==> src/rtl/i2c_cond_ctrl.sv <==
module i2c_cond_ctrl #(
  parameter int W = 8
) (
  input  logic         clk,
  input  logic         rst_n,
  input  logic         cfg_en,
  input  logic [W-1:0] hi_cnt,
  input  logic [W-1:0] lo_cnt,
  input  logic         req_start,
  input  logic         req_stop,
  input  logic         irq_clr,
  input  logic         sda_i,
  input  logic         scl_i,
  output logic         sda_oe,
  output logic         scl_oe,
  output logic         start_flag,
  output logic         stop_flag,
  output logic         irq,
  output logic         master,
  output logic         busy,
  output logic [7:0]   status
);
  localparam int CW = W + 2;

  typedef enum logic [2:0] {
    S_IDLE, S_WAIT, S_HALF, S_PREP, S_SETUP, S_HOLD, S_RUN, S_PSET
  } st_t;

  st_t         st;
  logic [CW-1:0] cnt;
  logic        ph, rep;
  logic [4:0]  code;
  logic [1:0]  sda_sy, scl_sy;
  logic        sda_d;

  wire start_det = scl_sy[1] & sda_d & ~sda_sy[1];
  wire stop_det  = scl_sy[1] & ~sda_d & sda_sy[1];
  wire cnt_done  = (cnt == '0);
  wire [CW-1:0] hi2  = {1'b0, hi_cnt, 1'b0} - CW'(1);
  wire [CW-1:0] lo2  = {1'b0, lo_cnt, 1'b0} - CW'(1);
  wire [CW-1:0] half = CW'(hi_cnt) + CW'(lo_cnt) - CW'(1);
  wire slave_stop = stop_flag & ~master & ((st == S_IDLE) | (st == S_WAIT));
  wire enter_run  = (st == S_HOLD) & cnt_done;

  assign sda_oe = (st == S_HOLD) | (st == S_RUN) | (st == S_PSET);
  assign scl_oe = ((st == S_RUN) & ~ph) | (st == S_PREP);
  assign status = {code, 3'b000};

  always_ff @(posedge clk or negedge rst_n) begin
    if (!rst_n) begin
      sda_sy <= 2'b11;
      scl_sy <= 2'b11;
      sda_d  <= 1'b1;
    end else begin
      sda_sy <= {sda_sy[0], sda_i};
      scl_sy <= {scl_sy[0], scl_i};
      sda_d  <= sda_sy[1];
    end
  end

  always_ff @(posedge clk or negedge rst_n) begin
    if (!rst_n) begin
      start_flag <= 1'b0;
      stop_flag  <= 1'b0;
      master     <= 1'b0;
      busy       <= 1'b0;
      irq        <= 1'b0;
      code       <= 5'h1F;
    end else if (!cfg_en) begin
      start_flag <= 1'b0;
      stop_flag  <= 1'b0;
      master     <= 1'b0;
      busy       <= 1'b0;
    end else begin
      if (req_start) start_flag <= 1'b1;
      if (req_stop)  stop_flag  <= 1'b1;
      if (start_det) busy <= 1'b1;
      if (stop_det) begin
        busy <= 1'b0;
        if (master) begin
          master    <= 1'b0;
          stop_flag <= 1'b0;
          code      <= 5'h1F;
        end
      end
      if (slave_stop) begin
        stop_flag <= 1'b0;
        busy      <= 1'b0;
        code      <= 5'h1F;
      end
      if (irq_clr) irq <= 1'b0;
      if (enter_run) begin
        master     <= 1'b1;
        start_flag <= 1'b0;
        irq        <= 1'b1;
        code       <= rep ? 5'h02 : 5'h01;
      end
    end
  end

  always_ff @(posedge clk or negedge rst_n) begin
    if (!rst_n) begin
      st  <= S_IDLE;
      cnt <= '0;
      ph  <= 1'b0;
      rep <= 1'b0;
    end else if (!cfg_en) begin
      st  <= S_IDLE;
      cnt <= '0;
      ph  <= 1'b0;
      rep <= 1'b0;
    end else begin
      if (!cnt_done) cnt <= cnt - CW'(1);
      case (st)
        S_IDLE: if (start_flag) begin
          rep <= 1'b0;
          if (busy) st <= S_WAIT;
          else begin st <= S_SETUP; cnt <= hi2; end
        end
        S_WAIT: if (stop_det || !busy) begin st <= S_HALF; cnt <= half; end
        S_HALF: if (cnt_done) begin st <= S_SETUP; cnt <= hi2; end
        S_PREP: if (cnt_done) begin st <= S_SETUP; cnt <= hi2; end
        S_SETUP: if (cnt_done) begin st <= S_HOLD; cnt <= hi2; end
        S_HOLD: if (cnt_done) begin st <= S_RUN; cnt <= lo2; ph <= 1'b0; end
        S_RUN: if (cnt_done) begin
          if (ph) begin ph <= 1'b0; cnt <= lo2; end
          else if (stop_flag) begin st <= S_PSET; cnt <= hi2; end
          else if (start_flag) begin st <= S_PREP; cnt <= lo2; rep <= 1'b1; end
          else begin ph <= 1'b1; cnt <= hi2; end
        end
        S_PSET: if (cnt_done) st <= S_IDLE;
        default: st <= S_IDLE;
      endcase
    end
  end

  AST_START_SCL_RELEASED: assert property (@(posedge clk) disable iff (!rst_n)
    $rose(sda_oe) |-> !scl_oe);
  AST_IRQ_WITH_CODE: assert property (@(posedge clk) disable iff (!rst_n)
    $rose(irq) |-> (status == 8'h08 || status == 8'h10));
  AST_IRQ_STICKY: assert property (@(posedge clk) disable iff (!rst_n)
    irq && !irq_clr |=> irq);
  AST_OFF_RELEASE: assert property (@(posedge clk) disable iff (!rst_n)
    !cfg_en |=> !sda_oe && !scl_oe && !master && !busy);
  AST_SLAVE_STOP_QUIET: assert property (@(posedge clk) disable iff (!rst_n)
    slave_stop && cfg_en |=> !stop_flag && !sda_oe && !scl_oe);
endmodule

==> config.mk <==
export PLATFORM = sky130hd
export DESIGN_NAME = i2c_cond_ctrl
export DESIGN_NICKNAME = d
export VERILOG_FILES = /design/src/rtl/i2c_cond_ctrl.sv
export SDC_FILE = /design/constraint.sdc
export NUM_CORES = 1
export LEC_CHECK = 0
export ABC_AREA = 0
export BUFFER_PORTS_ARGS = -buffer_cell sky130_fd_sc_hd__buf_4
export CAP_MARGIN = 15
export CORE_MARGIN = 8
export CORE_UTILIZATION = 45
export CTS_BUF_LIST = sky130_fd_sc_hd__clkbuf_8
export DETAILED_ROUTE_END_ITERATION = 10
export HOLD_SLACK_MARGIN = 0.12
export SYNTH_ARGS = -nofsm -noshare
export SYNTH_HDL_FRONTEND = slang
export SYNTH_SLANG_ARGS = --single-unit
==> constraint.sdc <==
create_clock -name clk -period 3.4 [get_ports clk]
set_input_delay 0.85 -clock clk [delete_from_list [all_inputs] [get_ports clk]]
set_output_delay 0.85 -clock clk [all_outputs]
set_load 0.02 [all_outputs]
==> impl_metrics.yaml <==
clock_tree:
  cts_buffers: 3
  clk_latency_ps: 280
  cts_setup_buffers: 0
  cts_hold_buffers: 0
  cts.sinks: 28
  clk_pin_slew_ps: 100
  ctsRootBufferMaster: "clkbuf_8"
  tritoncts: "yes"
  post_cts_resize_count: 0
  cts_buffer_depth: 2
  h-tree-depth: 1
run:
  cap_violations: 0
setup_path:
  r2r-end: "cnt[0]"
  critical-path-slowest-cell: "fa_1"
  r2r-start: "cnt[0]"
  crit_start: "hi_cnt[1]"
  path_cells: "buf_4 > inv_1 > ha_1 > inv_1 > ha_1 > fa_1 > a211oi_1 > o21ai_0 > a21oi_1 > mux2i_1 > a31oi_1 > o221a_1"
  crit_arrival_ps: 3210
  startpoint_type: "input pin"
  reg2reg_slack_ps: 660
  rr_worst_depth: 10
  max_stage_delay_ps: 410
  crit_fanout: 4
  worst-setup-path-type: "in -> reg"
  cp-end-kind: "register"
  required_ps: 3570
  crit_end: "cnt[7]"
layout:
  fin_util_pct: 52.1
  n_antenna_cell: 0
  nNetsFinal: 439
  syn_to_final_growth_pct: 12.9
  fillers: 610
  fin_area_um2: 3270
  drive_gt1_share_pct: 16.8
yosys:
  yosys-top-cells-area: "dfrtp_1, ha_1, dfstp_2, inv_1, nand2_1"
  synthDistinctLibCells: 70
  synth_top_flop_cell: "dfrtp_1"
  synth-seq-area-share_pct: 24.5
  synthTopCellsByCount: "inv_1, nand2_1, nor2_1"
  synth-async-reset-ratio_pct: 100
  synth-seq-cells: 28
  yosysMostFrequentCell: "inv_1"
  yosysTopAreaCellShare_pct: 17.3
  netlist.top_cell.by_area: "dfrtp_1"
  synth_area_per_cell_um2: 7.91
  syn_area_um2: 2900
  synth_edf_count: 0
  synthCells: 366
  yosysWarnings: 0
routing:
  drc: 0
  drt-pass1-iter-count: 7
  totalWireLength_um: 8670
  drt_first_iter_violations: 143
  vias_per_cell: 5.98
  ant_nets: 0
  num_vias: 2812
  wl_per_cell_um: 18.4
die:
  die_w_um: 96.2
  die_h_um: 96.2
  num_io_pins: 39
  core-area_um2: 6280
  initial_utilization_pct: 46.1
  die_area_um2: 9260
  floorplan.rows: 29
timing:
  tightest_slew_ps: 632
  grt_setup_unrepaired: "no"
  maxSlewHeadroom_pct: 57.4
  fin_worst_skew_ps: 3.16
  drv_slew: 0
  fin_crit_sh_pct: 89.3
  fmax_mhz: 330
  hold_ws_ps: 361
  period_minus_slack_ps: 3030
  finalSetupTns_ps: 0
  hold_viol_final: 0
  setup_violations: 0
place:
  hpwl_um: 6960
  io_buffers: 35
  placed_cell_area_um2: 3200
  gp_congestion: 0.928
power_and_ir_drop:
  p_total_mw: 2.34
  p_leak_nw: 1.50
  ir_drop_v: 0.000449
  powerDensity_nw_per_um2: 717
global_routing:
  grtUsageTotal_pct: 19.4
  grt_pass1_wl_um: 14100
  grt_pass1_vias: 2727
  antenna_found_initial: 0
  grt_max_degree: 29
  grt_overflow: 0
run_status:
  status: "finished, final reports clean"
hold_path:
  hold_path_class: "reg -> reg"
  hold_start: "scl_sy[0]"
## stage by stage
stage          cells  worst slack [ps]
2_1_floorplan    368               364
3_3_place_gp     466               146
3_5_place_dp     466               102
4_1_cts          470               387
5_1_grt          470               225
6_report         470               365
## cell families (layout without fill, tap and decap cells)
group                      count (synthesis)  count (layout)  synth area share, %
adders and majority gates                 21              21                 9.33
and+or+nand+nor                          123             123                 22.9
DFF                                       28              28                 24.5
AOI/OAI and AO/OA                        104             104                 25.6
other                                      1               3                0.130
xor gates and xnor gates                  17              17                 5.14
buffers and inverters                     63              88                 9.07
muxes                                      9               9                 3.20
## cells in the final DEF (no fill, tap or decap), types with 3 or more instances in the layout
cell	instances
a31oi_1	4
nor3b_1	4
o21ai_1	5
a211oi_1	7
nor2_1	21
xnor2_1	15
o211ai_1	6
a211o_1	3
o21ai_0	19
dfrtp_1	20
and3_1	5
dfstp_2	8
o31ai_1	3
or3_1	5
nand3_1	12
buf_4	39
nor3_1	10
a21oi_1	15
a21o_1	4
clkbuf_8	3
nand2b_1	4
o22ai_1	4
inv_1	44
nor2b_1	5
ha_1	20
nand2_1	37
a221oi_1	4
o32ai_1	3
mux2i_1	7
conb_1	3
## flip-flops by register name, summed over array words and instances (netlist names)
register and flops:
busy 1, cnt 10, code 3, irq 1, master 1, ph 1
rep 1, scl_sy 2, sda_d 1, sda_sy 2, st 3, start_flag 1
stop_flag 1
## how the worst min path moves through the flow
| stage | to | slack (ps) | cells past startpoint |
|---|---|---|---|
| 6_report | scl_sy[1] | 360 | 0 |
| 5_1_grt | sda_sy[1] | 370 | 0 |
| 4_1_cts | scl_sy[1] | 360 | 0 |
| 3_5_place_dp | scl_sy[1] | 350 | 0 |
| 3_3_place_gp | scl_sy[1] | 350 | 0 |
| 2_1_floorplan | scl_sy[1] | 350 | 0 |
## metal layers
layer  part of all wire [%]  track usage, %  wire [um]  vias to the layer above
li1                       -               -          -                     1368
met5                      0               0          0                        -
met4                    1.3            4.48        116                        0
met1                     47            26.8       4070                     1342
met3                    4.7            3.04        410                       10
met2                     47            30.9       4070                       92
## area by class of cell
class / instances / area, um2 / share of cell area [%]
Tap cell: 77 / 96.3 / 2.95
Multi-Input combinational cell: 277 / 1930 / 59.0
Timing Repair Buffer: 39 / 293 / 8.96
Sequential cell: 28 / 711 / 21.7
Clock inverter: 1 / 30.0 / 0.918
Inverter: 45 / 169 / 5.17
Clock buffer: 3 / 41.3 / 1.26
## power breakdown
part	total (mW)	internal, mW	switching [mW]	leakage [nW]
combinational	1.50	0.614	0.883	1.12
sequential	0.583	0.428	0.155	0.349
clock	0.264	0.158	0.107	0.0357
## critical path, delay by kind of cell
family / cells / cell delay, ps
AO/OA/AOI/OAI: 5 / 990
adder cells (fa/ha/maj): 3 / 900
multiplexers: 1 / 250
buffers and inverters: 3 / 210
(Power assumes the default switching activity.)
